### src/rtl/useq_pkg.sv
package useq_pkg;
  localparam int unsigned ADDR_W = 7;
  localparam int unsigned SRC_W  = 3;
  localparam int unsigned COND_W = 3;
  localparam int unsigned CTRL_W = 13;
  localparam int unsigned WORD_W = ADDR_W + SRC_W + COND_W + CTRL_W;
  localparam int unsigned DEPTH  = 1 << ADDR_W;

  localparam logic [SRC_W-1:0] SRC_INC  = 3'd0;
  localparam logic [SRC_W-1:0] SRC_JMP  = 3'd1;
  localparam logic [SRC_W-1:0] SRC_BR   = 3'd2;
  localparam logic [SRC_W-1:0] SRC_EXT  = 3'd3;
  localparam logic [SRC_W-1:0] SRC_INIT = 3'd4;
  localparam logic [SRC_W-1:0] SRC_RSV  = 3'd5;

  typedef struct packed {
    logic [ADDR_W-1:0] tgt;
    logic [SRC_W-1:0]  src;
    logic [COND_W-1:0] cond;
    logic [CTRL_W-1:0] ctrl;
  } uword_t;

  // fixed microprogram, computed per address
  function automatic uword_t gen_word(input logic [ADDR_W-1:0] a);
    uword_t w;
    w.ctrl = CTRL_W'({a, ~a[ADDR_W-2:0]});
    w.cond = a[COND_W+2:3];
    w.tgt  = '0;
    w.src  = SRC_INC;
    if (a == ADDR_W'(DEPTH - 1)) begin
      w.src = SRC_INIT;
    end else if (a[2:0] == 3'd7) begin
      w.src = SRC_BR;
      w.tgt = a + ADDR_W'(9);
    end else if (a[2:0] == 3'd3) begin
      w.src = SRC_JMP;
      w.tgt = a + ADDR_W'(2);
    end else if (a[2:0] == 3'd5 && a[ADDR_W-1]) begin
      w.src = SRC_EXT;
    end else if (a[2:0] == 3'd1 && a[ADDR_W-1]) begin
      w.src = SRC_RSV;
      w.tgt = ~a;
    end
    return w;
  endfunction
endpackage

### src/rtl/useq_rom.sv
module useq_rom
  import useq_pkg::*;
(
  input  logic [ADDR_W-1:0] addr_i,
  output uword_t            word_o
);
  uword_t rom [DEPTH];

  for (genvar g = 0; g < DEPTH; g++) begin : g_word
    assign rom[g] = gen_word(ADDR_W'(g));
  end

  assign word_o = rom[addr_i];
endmodule

### src/rtl/useq_cond.sv
module useq_cond
  import useq_pkg::*;
(
  input  logic              clk_i,
  input  logic              rst_ni,
  input  logic              flag_s_i,
  input  logic              flag_c_i,
  input  logic              flag_z_i,
  input  logic [COND_W-1:0] sel_i,
  output logic              hit_o
);
  logic s_q, c_q, z_q;

  // flags from the previous microoperation, captured with the address
  always_ff @(posedge clk_i or negedge rst_ni) begin
    if (!rst_ni) begin
      s_q <= 1'b0;
      c_q <= 1'b0;
      z_q <= 1'b0;
    end else begin
      s_q <= flag_s_i;
      c_q <= flag_c_i;
      z_q <= flag_z_i;
    end
  end

  always_comb begin
    unique case (sel_i)
      3'd0:    hit_o = s_q;
      3'd1:    hit_o = ~s_q;
      3'd2:    hit_o = c_q;
      3'd3:    hit_o = ~c_q;
      3'd4:    hit_o = z_q;
      3'd5:    hit_o = ~z_q;
      3'd6:    hit_o = 1'b1;
      default: hit_o = 1'b0;
    endcase
  end
endmodule

### src/rtl/useq_next.sv
module useq_next
  import useq_pkg::*;
(
  input  logic [ADDR_W-1:0] car_i,
  input  uword_t            word_i,
  input  logic              hit_i,
  input  logic [ADDR_W-1:0] ext_i,
  output logic [ADDR_W-1:0] nxt_o,
  output logic              halt_o
);
  logic [ADDR_W-1:0] inc;
  assign inc = car_i + ADDR_W'(1);

  always_comb begin
    halt_o = 1'b0;
    unique case (word_i.src)
      SRC_JMP:  nxt_o = word_i.tgt;
      SRC_BR:   nxt_o = hit_i ? word_i.tgt : inc;
      SRC_EXT:  nxt_o = ext_i;
      SRC_INIT: begin
        nxt_o  = '0;
        halt_o = 1'b1;
      end
      default:  nxt_o = inc;
    endcase
  end
endmodule

### src/rtl/useq_top.sv
module useq_top
  import useq_pkg::*;
(
  input  logic              clk_i,
  input  logic              rst_ni,
  input  logic              start_i,
  input  logic [ADDR_W-1:0] ext_addr_i,
  input  logic              flag_s_i,
  input  logic              flag_c_i,
  input  logic              flag_z_i,
  output logic [CTRL_W-1:0] ctrl_o,
  output logic [ADDR_W-1:0] car_o
);
  logic [ADDR_W-1:0] car_q;
  logic              run_q;
  uword_t            word;
  logic              hit;
  logic [ADDR_W-1:0] nxt;
  logic              halt;

  useq_rom u_rom (
    .addr_i (car_q),
    .word_o (word)
  );

  useq_cond u_cond (
    .clk_i    (clk_i),
    .rst_ni   (rst_ni),
    .flag_s_i (flag_s_i),
    .flag_c_i (flag_c_i),
    .flag_z_i (flag_z_i),
    .sel_i    (word.cond),
    .hit_o    (hit)
  );

  useq_next u_next (
    .car_i  (car_q),
    .word_i (word),
    .hit_i  (hit),
    .ext_i  (ext_addr_i),
    .nxt_o  (nxt),
    .halt_o (halt)
  );

  always_ff @(posedge clk_i or negedge rst_ni) begin
    if (!rst_ni) begin
      car_q <= '0;
      run_q <= 1'b0;
    end else if (!run_q) begin
      car_q <= '0;
      if (start_i) run_q <= 1'b1;
    end else begin
      car_q <= nxt;
      if (halt) run_q <= 1'b0;
    end
  end

  assign ctrl_o = run_q ? word.ctrl : '0;
  assign car_o  = car_q;

  AST_IDLE_HOLD: assert property (@(posedge clk_i) disable iff (!rst_ni)
    (!run_q && !start_i) |=> (!run_q && car_q == '0));
  AST_START_GO: assert property (@(posedge clk_i) disable iff (!rst_ni)
    (!run_q && start_i) |=> (run_q && car_q == '0));
  AST_INC_STEP: assert property (@(posedge clk_i) disable iff (!rst_ni)
    (run_q && (word.src == SRC_INC || word.src >= SRC_RSV)) |=> (car_q == $past(car_q) + ADDR_W'(1)));
  AST_JMP_TGT: assert property (@(posedge clk_i) disable iff (!rst_ni)
    (run_q && word.src == SRC_JMP) |=> (car_q == $past(word.tgt)));
  AST_BR_TAKEN: assert property (@(posedge clk_i) disable iff (!rst_ni)
    (run_q && word.src == SRC_BR && hit) |=> (car_q == $past(word.tgt)));
  AST_BR_FALL: assert property (@(posedge clk_i) disable iff (!rst_ni)
    (run_q && word.src == SRC_BR && !hit) |=> (car_q == $past(car_q) + ADDR_W'(1)));
  AST_EXT_LOAD: assert property (@(posedge clk_i) disable iff (!rst_ni)
    (run_q && word.src == SRC_EXT) |=> (car_q == $past(ext_addr_i)));
  AST_HALT_IDLE: assert property (@(posedge clk_i) disable iff (!rst_ni)
    (run_q && word.src == SRC_INIT) |=> (!run_q && car_q == '0));
endmodule

### config.mk
export PLATFORM = sky130hd
export DESIGN_NAME = useq_top
export DESIGN_NICKNAME = d
export VERILOG_FILES = /design/src/rtl/useq_pkg.sv /design/src/rtl/useq_rom.sv /design/src/rtl/useq_cond.sv /design/src/rtl/useq_next.sv /design/src/rtl/useq_top.sv
export SDC_FILE = /design/constraint.sdc
export NUM_CORES = 1
export LEC_CHECK = 0
export BUFFER_PORTS_ARGS = -buffer_cell sky130_fd_sc_hd__buf_2
export CAP_MARGIN = 40
export CORE_UTILIZATION = 45
export DETAILED_ROUTE_END_ITERATION = 16
export GPL_TIMING_DRIVEN = 1
export PLACE_DENSITY = 0.71
export SYNTH_ARGS = -nofsm -noshare
export SYNTH_HDL_FRONTEND = slang
export SYNTH_HIERARCHICAL = 1
export SYNTH_SLANG_ARGS = --single-unit
### constraint.sdc
create_clock -name clk_i -period 2.5 [get_ports clk_i]
set_clock_uncertainty 0.2 [all_clocks]
set_input_delay 0.5 -clock clk_i [delete_from_list [all_inputs] [get_ports clk_i]]
set_output_delay 0.5 -clock clk_i [all_outputs]
set_load 0.02 [all_outputs]
# Yosys cells after proc, flatten, opt, wreduce, memory -nomap -nowiden

Memories as Yosys holds them, arrays and structs flattened.
Cells that the tools add are included.

$add $sub $neg: 1
Multipliers: 0
Divide/modulo/power cells: 0
$lt $le $gt $ge: 1
Equal/unequal tests: 10
Shifts and indexed selects: 0
Multiplexer cells: 11
Bitwise operators: 4
Reductions and logical operators: 1

Operators by type and width:

| kind                                                            | count |
|---|---|
| 26-bit two-way mux                                              | 2 |
| 7-bit one-hot mux with 4 select lines                           | 1 |
| 7-bit two-way mux                                               | 2 |
| 13-bit two-way mux                                              | 1 |
| 3-bit by 2-bit == test with 1-bit output, second input constant | 4 |
| 3-bit == test, second input constant                            | 4 |
| 8-bit greater-or-equal comparator, second input constant        | 1 |
| 7-bit NOT with 8-bit output                                     | 1 |
| 7-bit by 1-bit adder with 7-bit output, second input constant   | 1 |
| 1-bit one-hot mux with 7 select lines                           | 1 |
| 3-bit by 1-bit == test with 1-bit output, second input constant | 2 |
| 1-bit two-way mux                                               | 4 |
| 3-bit zero test                                                 | 1 |
| 1-bit NOT                                                       | 3 |

Flip-flop bits (word level): 11
Latch bits: 0
Memory bits (writable): 0
Bits in read-only memories: 3328
Bits of input ports: 13
Output and inout port bits: 20
Word-level logic and storage cells: 34
Memories kept: 1

Memory list:

| name            | depth | bits a word | read ports | clocked after Yosys merged registers in | wr ports | line           | RTL |
|---|---|---|---|---|---|---|---|
| (no name shown) | 128   | 26          | 1          | 0                                       | 0        | useq_rom.sv:13 | `assign word_o = rom[addr_i];` |

# Longest topological paths before layout

Gate-level depths: netlist of the first run.

Depth after elaboration: 9
Depth in mapped cells: 8

# Hierarchy

Netlist of the first run, hierarchy kept.

By module, submodules not included:

| module    | times used | cells each | area an instance (µm²) | sequential area each (µm²) |
|---|---|---|---|---|
| useq_top  | 1          | 32         | 369.1                  | 200.2 |
| useq_next | 1          | 48         | 355.3                  | 0.0 |
| useq_rom  | 1          | 44         | 287.8                  | 0.0 |
| useq_cond | 1          | 7          | 107.6                  | 75.1 |

# Worst setup path before layout of the first run

No wires, ideal clock.

Path kind: reg2reg
Start: reg car_q[4], in the netlist car_o[4]
End: reg car_q[1], in the netlist car_o[1]
Data arrival time: 2.098 ns
Path slack: 0.082 ns
Cell stages (with the launch flop): 8
Path buffers: 1
Path through: dfrtp_1 -> and3_2 -> a311oi_1 -> buf_6 -> nand2b_1 -> a21o_1 -> o221ai_1 -> and2_2

RTL lines:

| what                   | line           | RTL |
|---|---|---|
| from (decl)            | useq_top.sv:14 | `logic [ADDR_W-1:0] car_q;` |
| from (signal assigned) | useq_top.sv:53 | `car_q <= nxt;` |

==> metrics.md, run 1 <==
| Metric | Value |
|---|---|
| Final Core Density | `0.570` |
| Period minus WS final | `between 2 and 2.5 ns` |
| Row count | `17` |
| Die height | `roughly 52 microns` |
| Root buffer cell | `clkbuf_4` |
| Vias in the first global route | `around 900` |
| Die X | `around 52 microns` |
| Worst path slowest cell | `dfrtp_1` |
| First-pass GRT wire length | `around 4500 microns` |
| RSZ-0062 raised after global routing | `false` |
| CP endpoint kind | `register` |
| Avg Synthesized Cell Area | `about 8.5 sq um` |
| Final slew viol count | `0` |
| Hold depth | `1` |
| TNS Setup | `0 ns` |
| Rel. slew slack | `0.688` |
| Final hold violation count | `0` |
| Hold Crit Class | `primary input to register` |
| Post-synthesis sequential area ratio | `0.246` |
| WS Path Type | `register to register` |
| Register clock-pin slew on the reported worst setup and hold paths | `~0.08 ns` |
| Placeable Area | `0.00228 sq mm` |
| YS warnings | `6` |
| Starting density of the core | `0.492` |
| Max_cap viols | `0` |
| Post-synth cell types | `38` |
| H-tree levels | `1` |
| Synth Register Bits | `11` |
| Input/output buffers | `32` |
| Internal | `roughly 650 uW` |
| Largest net degree at the start of global routing | `22` |
| Residual DRC | `0` |
| N_diodes | `0` |
| Hold buffer count at CTS | `1` |
| WP data required | `around 2.5 ns` |
| CTS Buf Count | `3` |
| P_leak | `a little over 0.6 nW` |
| Via count | `between 1k and 1.5k` |
| Kind of start point of the critical path | `register` |
| CTS tree | `done` |
| Crit path cell chain | `and3_2 -> a311oi_1 -> buf_4 -> a21oi_4 -> o21bai_2 -> o221ai_1 -> and2_2` |
| WL/cell | `between 10 and 15 microns` |
| Mapped Area | `around 0.0011 sq mm` |
| Worst-Skew Late Latency | `around 0.28 ns` |
| Sw power | `roughly 640 uW` |
| Flop pwr share | `0.226` |
| PwrDens | `just under 1000 mW/mm^2` |
| DR pass1 iterations | `4` |
| Synth area leader | `dfrtp_1` |
| Grt total ovfl | `0` |
| Share of layout cells above drive strength 1 | `0.380` |
| Net Sw Frac | `0.500` |
| Slew of the pin with the lowest slew margin | `around 0.47 ns` |
| HPWL Detailed | `just over 2000 microns` |
| Max incr delay on CP | `0.52 ns` |
| GRT Util Overall | `0.230` |
| Synth area leaders | `dfrtp_1 (25%), and2_1 (7.8%), buf_4 (6.7%)` |
| Net count, final | `approximately 180` |
| Final wirelength | `approximately 2700 microns` |
| Setup violators final | `0` |
| Post-route ant nets | `0` |
| Post_cts resized | `0` |
| Maximum VDD drop | `roughly 780 uV` |
| Crit path DAT | `2.29 ns` |
| Combinational Power Share | `0.679` |
| CP max FO | `12` |
| Area grow syn2layout | `15.9%` |
| Post-synthesis cell count | `around 130` |
| Status | `finished, final reports clean` |
| Reg2Reg Depth | `7` |
| Ports | `33` |
| Iter 0 DRT Violations | `18` |
| Die area | `0.00269 sq mm` |
| Synthesized net count | `~150` |
| Fin crit share | `0.926` |
| Setup bufs post-CTS | `0` |
| Post-synth top area share | `0.246` |
| Sink Count | `11` |
| CTS Buffer Depth | `2` |
| Achievable clock frequency | `roughly 430 MHz` |
| RD Place Congestion | `approximately 0.83` |
| Antenna violations before repair | `0` |
| Vias/cell | `5.41` |
| Clock share of power | `0.096` |
-- power by group through the flow --
stage / combinational, mW / sequential (mW) / clock [mW]
after floorplan: 0.631 / 0.335 / 0
after global placement: 0.850 / 0.289 / 0
after detailed placement: 0.872 / 0.293 / 0
after CTS: 0.877 / 0.289 / 0.127
after global routing: 0.969 / 0.297 / 0.136
final: 0.875 / 0.291 / 0.124
-- final timing paths --
check | from | slack (ns) | end
hold / removal | flag_c_i | 0.14 | u_cond/c_q$_DFF_PN0_
hold reg to reg | run_q$_DFF_PN0_ | 0.59 | run_q$_DFF_PN0_
setup reg to reg | car_o[4]$_DFF_PN0_ | 0.19 | car_o[2]$_DFF_PN0_
min in group asynchronous | rst_ni | 0.41 | car_o[1]$_DFF_PN0_
setup / recovery | car_o[4]$_DFF_PN0_ | 0.19 | car_o[2]$_DFF_PN0_
max in group asynchronous | rst_ni | 1.47 | car_o[5]$_DFF_PN0_
-- synth_stat cells (all sizes together) --
cell type   n
a2111o      1
a21o        1
a21oi       5
a221oi      1
a311oi      1
a31o        2
and2       20
and3        2
and3b       1
and4        1
buf        16
dfrtp      11
ha          1
inv        13
mux2i       5
nand2       7
nand2b      1
nand3       8
nand3b      3
nand4b      2
nor2        5
nor3        5
nor3b       1
o211a       1
o21ai       1
o21bai      1
o221ai      5
o31a        1
o31ai       1
o41ai       2
or3b        1
xnor2       1
xor2        4
-- cells in the final DEF, fill, tap and decap left out, types with 2 or more instances in the layout --
master    netlist  routed
o221ai_1        5       5
buf_2           1      32
and2_2          6       6
nand4b_1        2       2
nor3_1          5       5
mux2i_1         5       5
dfrtp_1        11      11
inv_1          13      13
nand2_1         7       7
nand3_1         8       8
a21oi_1         4       4
o41ai_1         2       2
nor2_1          5       5
a31o_2          2       2
nand3b_1        3       3
buf_4          10      11
clkbuf_4        0       3
xor2_1          4       4
and2_1         14      14
-- kinds of logic (layout without fill, tap and decap cells) --
family | count (synthesis) | in the layout | synth area share
flip-flops | 11 | 11 | 0.246
adder cells (fa/ha/maj) | 1 | 1 | 0.0112
AO/OA/AOI/OAI | 23 | 23 | 0.179
buffers and inverters | 29 | 61 | 0.165
AND/OR/NAND/NOR | 57 | 57 | 0.315
multiplexers | 5 | 5 | 0.0447
XOR/XNOR | 5 | 5 | 0.0391
-- area by class of cell --
cell class | count | area [sq um]
Tap cell | 28 | 35.0
Multi-Input combinational cell | 91 | 659
Fill cell | 224 | 978
Inverter | 13 | 48.8
Sequential cell | 11 | 275
Clock buffer | 4 | 26.3
Timing Repair Buffer | 44 | 253
-- stage by stage --
stage	hold slack (ns)	instances	power [mW]	worst slack (ns)	area (sq um)
2_1_floorplan	0.00441	131	0.965	0.0822	1120
3_3_place_gp	0.182	186	1.14	0.264	1260
4_1_cts	0.127	191	1.29	0.210	1300
3_5_place_dp	0.185	186	1.17	0.225	1260
6_report	0.136	191	1.29	0.186	1300
5_1_grt	0.128	191	1.40	0.00674	1300
-- flip-flops by register name, summed over array words and instances, names as in the netlist --
signal      count
car_o           7
run_q           1
u_cond/c_q      1
u_cond/s_q      1
u_cond/z_q      1
-- critical path, delay by kind of cell (launching register included) --
kind / cells / cell delay, ns
buf+inv: 1 / 0.24
simple gates: 2 / 0.49
flops: 1 / 0.52
compound gates: 4 / 0.76
-- per-layer routing --
layer / share of wire / wire (microns) / up-vias / track usage
met5: 0 / 0 / - / 0
met4: 0.013 / 35 / 0 / 0.0946
met3: 0.058 / 156 / 4 / 0.0263
met2: 0.47 / 1250 / 40 / 0.353
met1: 0.46 / 1230 / 477 / 0.323
li1: - / - / 512 / -
(Power assumes the default switching activity.)
==> inputs of run 2 (changes only) <==
Settings changed: CORE_MARGIN set to 5.
==> run 2 against run 1 <==
Compared with the run above: global-route usage fell by 8.1 points; via count up 1.5%; die area grew 33%; critical path depth unchanged; critical path type unchanged.
==> metrics.md, run 2 (same netlist as run 1, synthesis figures left out) <==
| Metric | Value |
|---|---|
| Die height | `between 50 and 60 microns` |
| First-pass GRT wire length | `just over 4000 microns` |
| N_diodes | `0` |
| RD Place Congestion | `0.832` |
| Placeable Area | `around 0.0024 sq mm` |
| Hold path endpoint | `u_cond/c_q$_DFF_PN0_` |
| Largest net degree at the start of global routing | `22` |
| Kind of start point of the critical path | `register` |
| Fin crit share | `0.893` |
| Multi-input gate area | `approximately 660 sq um` |
| Worst Hold Launch | `flag_c_i` |
| Row count | `18` |
| Hold buffer count at CTS | `1` |
| Rel. slew slack | `0.690` |
| Register clock-pin slew on the reported worst setup and hold paths | `0.07 ns` |
| Starting density of the core | `0.460` |
| Vias in the first global route | `about 920` |
| PwrDens | `between 900 and 1000 mW/mm^2` |
| Sink Count | `11` |
| Iter 0 DRT Violations | `37` |
| CTS tree | `done` |
| RSZ-0062 raised after global routing | `false` |
| Net count, final | `between 150 and 200` |
| CP endpoint kind | `register` |
| Residual DRC | `0` |
| Hold depth | `1` |
| P_leak | `slightly above 0.6 nW` |
| H-tree levels | `1` |
| Status | `finished, final reports clean` |
| # fillers | `~240` |
| Reg2Reg Depth | `7` |
| WHS | `~0.14 ns` |
| Setup bufs post-CTS | `0` |
| Post-route ant nets | `0` |
| Area grow syn2layout | `16.1%` |
| WS Path Type | `register to register` |
| Register area | `roughly 280 sq um` |
| Achievable clock frequency | `~450 MHz` |
| Vias/cell | `roughly 5.4` |
| Most common cell after layout, fill and taps aside | `buf_2` |
| R2r setup slk | `0.27 ns` |
| Worst-Skew Late Latency | `approximately 0.27 ns` |
| Via count | `between 1k and 1.5k` |
| HPWL Detailed | `~2200 microns` |
| Final wirelength | `2690 microns` |
| Final Power | `between 1 and 1.5 mW` |
| Most frequent cells in the layout | `buf_2 (32), and2_1 (14), inv_1 (13)` |
| Die area | `0.00359 sq mm` |
| GRT Util Overall | `0.149` |
| Root buffer cell | `clkbuf_4` |
| Final slew viol count | `0` |
| CTS Buffer Depth | `2` |
| TNS Setup | `0 ns` |
| Maximum VDD drop | `between 600 and 700 uV` |
| Share of layout cells above drive strength 1 | `0.380` |
| Reg2Reg Launch Point | `car_o[1]$_DFF_PN0_` |
| Ports | `33` |
| R2R Path End | `car_o[3]$_DFF_PN0_` |
| Final instance area | `~0.0013 sq mm` |
| Hold Crit Class | `primary input to register` |
| Slew of the pin with the lowest slew margin | `approximately 0.46 ns` |
| CP max FO | `11` |
| Post_cts resized | `0` |
| CTS Buf Count | `3` |
| Setup violators final | `0` |
| Grt total ovfl | `0` |
| WP data required | `approximately 2.5 ns` |
| Largest register FFs | `7` |
| DR pass1 iterations | `4` |
| Die X | `roughly 60 microns` |
| Antenna violations before repair | `0` |
| Period minus WS final | `between 2 and 2.5 ns` |
| Input/output buffers | `32` |
| Final hold violation count | `0` |
| Max_cap viols | `0` |
| Crit path DAT | `2.19 ns` |
| Area of placed instances | `roughly 0.0013 sq mm` |
| WL/cell | `about 14 microns` |
## run 2: worst max-delay path by stage
stage                             startpoint            endpoint  slack [ns]  depth (start not counted)
after detailed placement  car_o[6]$_DFF_PN0_  car_o[3]$_DFF_PN0_        0.29                          7
final                     car_o[1]$_DFF_PN0_  car_o[3]$_DFF_PN0_        0.27                          7
after CTS                 car_o[6]$_DFF_PN0_  car_o[3]$_DFF_PN0_        0.28                          7
after global placement    car_o[6]$_DFF_PN0_  car_o[2]$_DFF_PN0_        0.32                          7
after floorplan           car_o[4]$_DFF_PN0_  car_o[1]$_DFF_PN0_        0.08                          7
after global routing      car_o[1]$_DFF_PN0_  car_o[3]$_DFF_PN0_        0.14                          7
## run 2: metrics by stage
stage                     worst slack [ns]  utilization  instances
after floorplan                     0.0822            -        131
after global placement               0.321        0.520        188
after detailed placement             0.294        0.520        188
after CTS                            0.278        0.534        193
after global routing                 0.137        0.534        193
final                                0.268        0.534        193
## run 2: routing by layer
| layer | global-route usage | wire (microns) | vias to the layer above |
|---|---|---|---|
| li1 | - | - | 513 |
| met1 | 0.183 | 1150 | 503 |
| met2 | 0.270 | 1350 | 33 |
| met3 | 0.0389 | 182 | 0 |
| met4 | 0.00949 | 0 | 0 |
| met5 | 0 | 0 | - |
## run 2: area by class of cell
class,instances,share of cell area
Inverter,13,0.0375
Tap cell,30,0.0289
Timing Repair Buffer,44,0.194
Multi-Input combinational cell,91,0.507
Sequential cell,11,0.212
Clock buffer,4,0.0202
## run 2: power by group
group / total, mW / internal [mW] / switching (mW)
sequential: 0.280 / 0.219 / 0.0608
clock: 0.117 / 0.0616 / 0.0553
combinational: 0.881 / 0.365 / 0.516
total: 1.28 / 0.646 / 0.632
## run 2: worst max-delay path: stages, from the launching register on
cell,delay [ns]
dfrtp_1,0.46
o21ai_0,0.30
a311oi_1,0.09
buf_4,0.20
nor3b_4,0.28
o21bai_2,0.22
o221ai_1,0.17
and2_2,0.21
==> inputs of run 3 (changes only) <==
--- a/constraint.sdc
+++ b/constraint.sdc
@@ -4,2 +4,2 @@
 set_output_delay 0.5 -clock clk_i [all_outputs]
-set_load 0.02 [all_outputs]
+set_load 0.05 [all_outputs]
==> run 3 against run 2 <==
Compared with the run above: utilization fell by 0.51 points; cell area down 0.96%; global-route usage increased by 1.5 points; fmax fell by 2.8%; via count decreased by 1.2%; sequential power up 3%; highest routed layer is now met4.
==> metrics.md, run 3 (same netlist as run 1, synthesis figures left out) <==
| Metric | Value |
|---|---|
| Status | `finished, final reports clean` |
| Worst-Skew Late Latency | `between 0.2 and 0.3 ns` |
| Kind of start point of the critical path | `register` |
| # fillers | `around 250` |
| Area grow syn2layout | `15.0%` |
| Max_cap viols | `0` |
| Iter 0 DRT Violations | `23` |
| Most frequent cells in the layout | `buf_2 (32), and2_1 (14), inv_1 (13)` |
| WL/cell | `about 14 microns` |
| Starting density of the core | `0.460` |
| Final hold violation count | `0` |
| CP max FO | `11` |
| Fin crit share | `0.918` |
| Grt met1 use | `0.214` |
| Die height | `roughly 60 microns` |
| Register clock-pin slew on the reported worst setup and hold paths | `about 0.07 ns` |
| Area of placed instances | `about 0.0012 sq mm` |
| Largest net degree at the start of global routing | `22` |
| Vias in the first global route | `993` |
| Row count | `18` |
| Rel. slew slack | `0.656` |
| Ports | `33` |
| Grt total ovfl | `0` |
| WP data required | `2.45 ns` |
| GRT Util Overall | `0.164` |
| Period minus WS final | `approximately 2.3 ns` |
| Maximum VDD drop | `997 uV` |
| Die area | `0.00359 sq mm` |
| Largest register FFs | `7` |
| CTS tree | `done` |
| RSZ-0062 raised after global routing | `false` |
| Vias/cell | `between 5 and 6` |
| Most common cell after layout, fill and taps aside | `buf_2` |
| N_diodes | `0` |
| P_leak | `just under 0.6 nW` |
| Input/output buffers | `32` |
| TNS Setup | `0 ns` |
| Placeable Area | `around 0.0024 sq mm` |
| DR pass1 iterations | `4` |
| Hold Crit Class | `primary input to register` |
| CTS Buffer Depth | `2` |
| Final instance area | `0.00129 sq mm` |
| HPWL Detailed | `about 2200 microns` |
| First-pass GRT wire length | `between 4000 and 5000 microns` |
| CTS Buf Count | `3` |
| Final slew viol count | `0` |
| Final wirelength | `between 2000 and 3000 microns` |
| Die X | `about 60 microns` |
| Crit path DAT | `about 2.3 ns` |
| Sink Count | `11` |
| Post-route ant nets | `0` |
| Inst Count DP | `185` |
| PwrDens | `between 1000 and 1500 mW/mm^2` |
| Final WS setup | `around 0.20 ns` |
| GRT busiest layer | `met2` |
| Non-filler instance count after layout | `190` |
| Setup violators final | `0` |
| Via count | `about 1.0k` |
| Final Power | `1.54 mW` |
| WS Path Type | `register to register` |
| Net count, final | `around 180` |
| Met2 Resource Use GR | `0.285` |
| H-tree levels | `1` |
| Slew of the pin with the lowest slew margin | `between 0.5 and 0.6 ns` |
| RD Place Congestion | `roughly 0.83` |
| M3 GR Usage | `0.0216` |
| CP endpoint kind | `register` |
| Share of layout cells above drive strength 1 | `0.400` |
| Achievable clock frequency | `436 MHz` |
| Root buffer cell | `clkbuf_4` |
| Worst slack, placed | `between 0.15 and 0.2 ns` |
| Antenna violations before repair | `0` |
| Residual DRC | `0` |
-- run 3: cell count changes in the layout (fill, tap and decap cells not counted), sizes merged --
cell / previous run / this run
buf: 43 / 40
-- run 3: timing repair --
action,in CTS,in global routing
gates resized for setup,0,2
setup endpoints to repair,0,5
buffers inserted,0,0
endpoints found under the hold margin,11,0
hold buffers,1,0
-- run 3: stage by stage --
stage                     hold WS (ns)   util
final                            0.143  0.529
after global routing             0.124  0.529
after CTS                        0.136  0.529
after detailed placement         0.183  0.514
after global placement           0.179  0.514
after floorplan                0.00441      -
-- run 3: path summary, 6_finish.rpt --
| path | start | end | slack [ns] | cells past startpoint |
|---|---|---|---|---|
| min in group asynchronous | rst_ni | car_o[0]$_DFF_PN0_ | 0.42 | 2 |
| worst min register to register | run_q$_DFF_PN0_ | run_q$_DFF_PN0_ | 0.61 | 1 |
| worst max register to register | car_o[4]$_DFF_PN0_ | car_o[1]$_DFF_PN0_ | 0.20 | 8 |
| worst min-delay path | flag_c_i | u_cond/c_q$_DFF_PN0_ | 0.14 | 1 |
| max in group asynchronous | rst_ni | car_o[4]$_DFF_PN0_ | 1.46 | 2 |
| worst max-delay path | car_o[4]$_DFF_PN0_ | car_o[1]$_DFF_PN0_ | 0.20 | 8 |
-- run 3: critical path, cell delays in order (launching register included) --
cell,delay (ns)
dfrtp_2,0.41
buf_4,0.21
nand3_1,0.08
nor3_1,0.16
o211a_2,0.30
nor3b_4,0.26
o21bai_2,0.20
o221ai_1,0.15
and2_2,0.20
-- run 3: cell type report --
type,count,area [sq um],area share
clock buffers,4,26.3,0.0204
inverters,13,48.8,0.0379
multi-input cells,91,666,0.517
flip-flops and latches,11,279,0.217
well taps,30,37.5,0.0292
repair buffers,41,230,0.179
-- run 3: where the power goes --
part | total (mW) | internal, mW | switching (mW)
sequential | 0.287 | 0.222 | 0.0645
combinational | 1.14 | 0.365 | 0.772
clock | 0.117 | 0.0616 | 0.0559
-- run 3: metal layers --
| layer | wire, microns | up-vias |
|---|---|---|
| li1 | - | 505 |
| met1 | 1230 | 498 |
| met2 | 1330 | 31 |
| met3 | 164 | 2 |
| met4 | 13 | 0 |
| met5 | 0 | - |
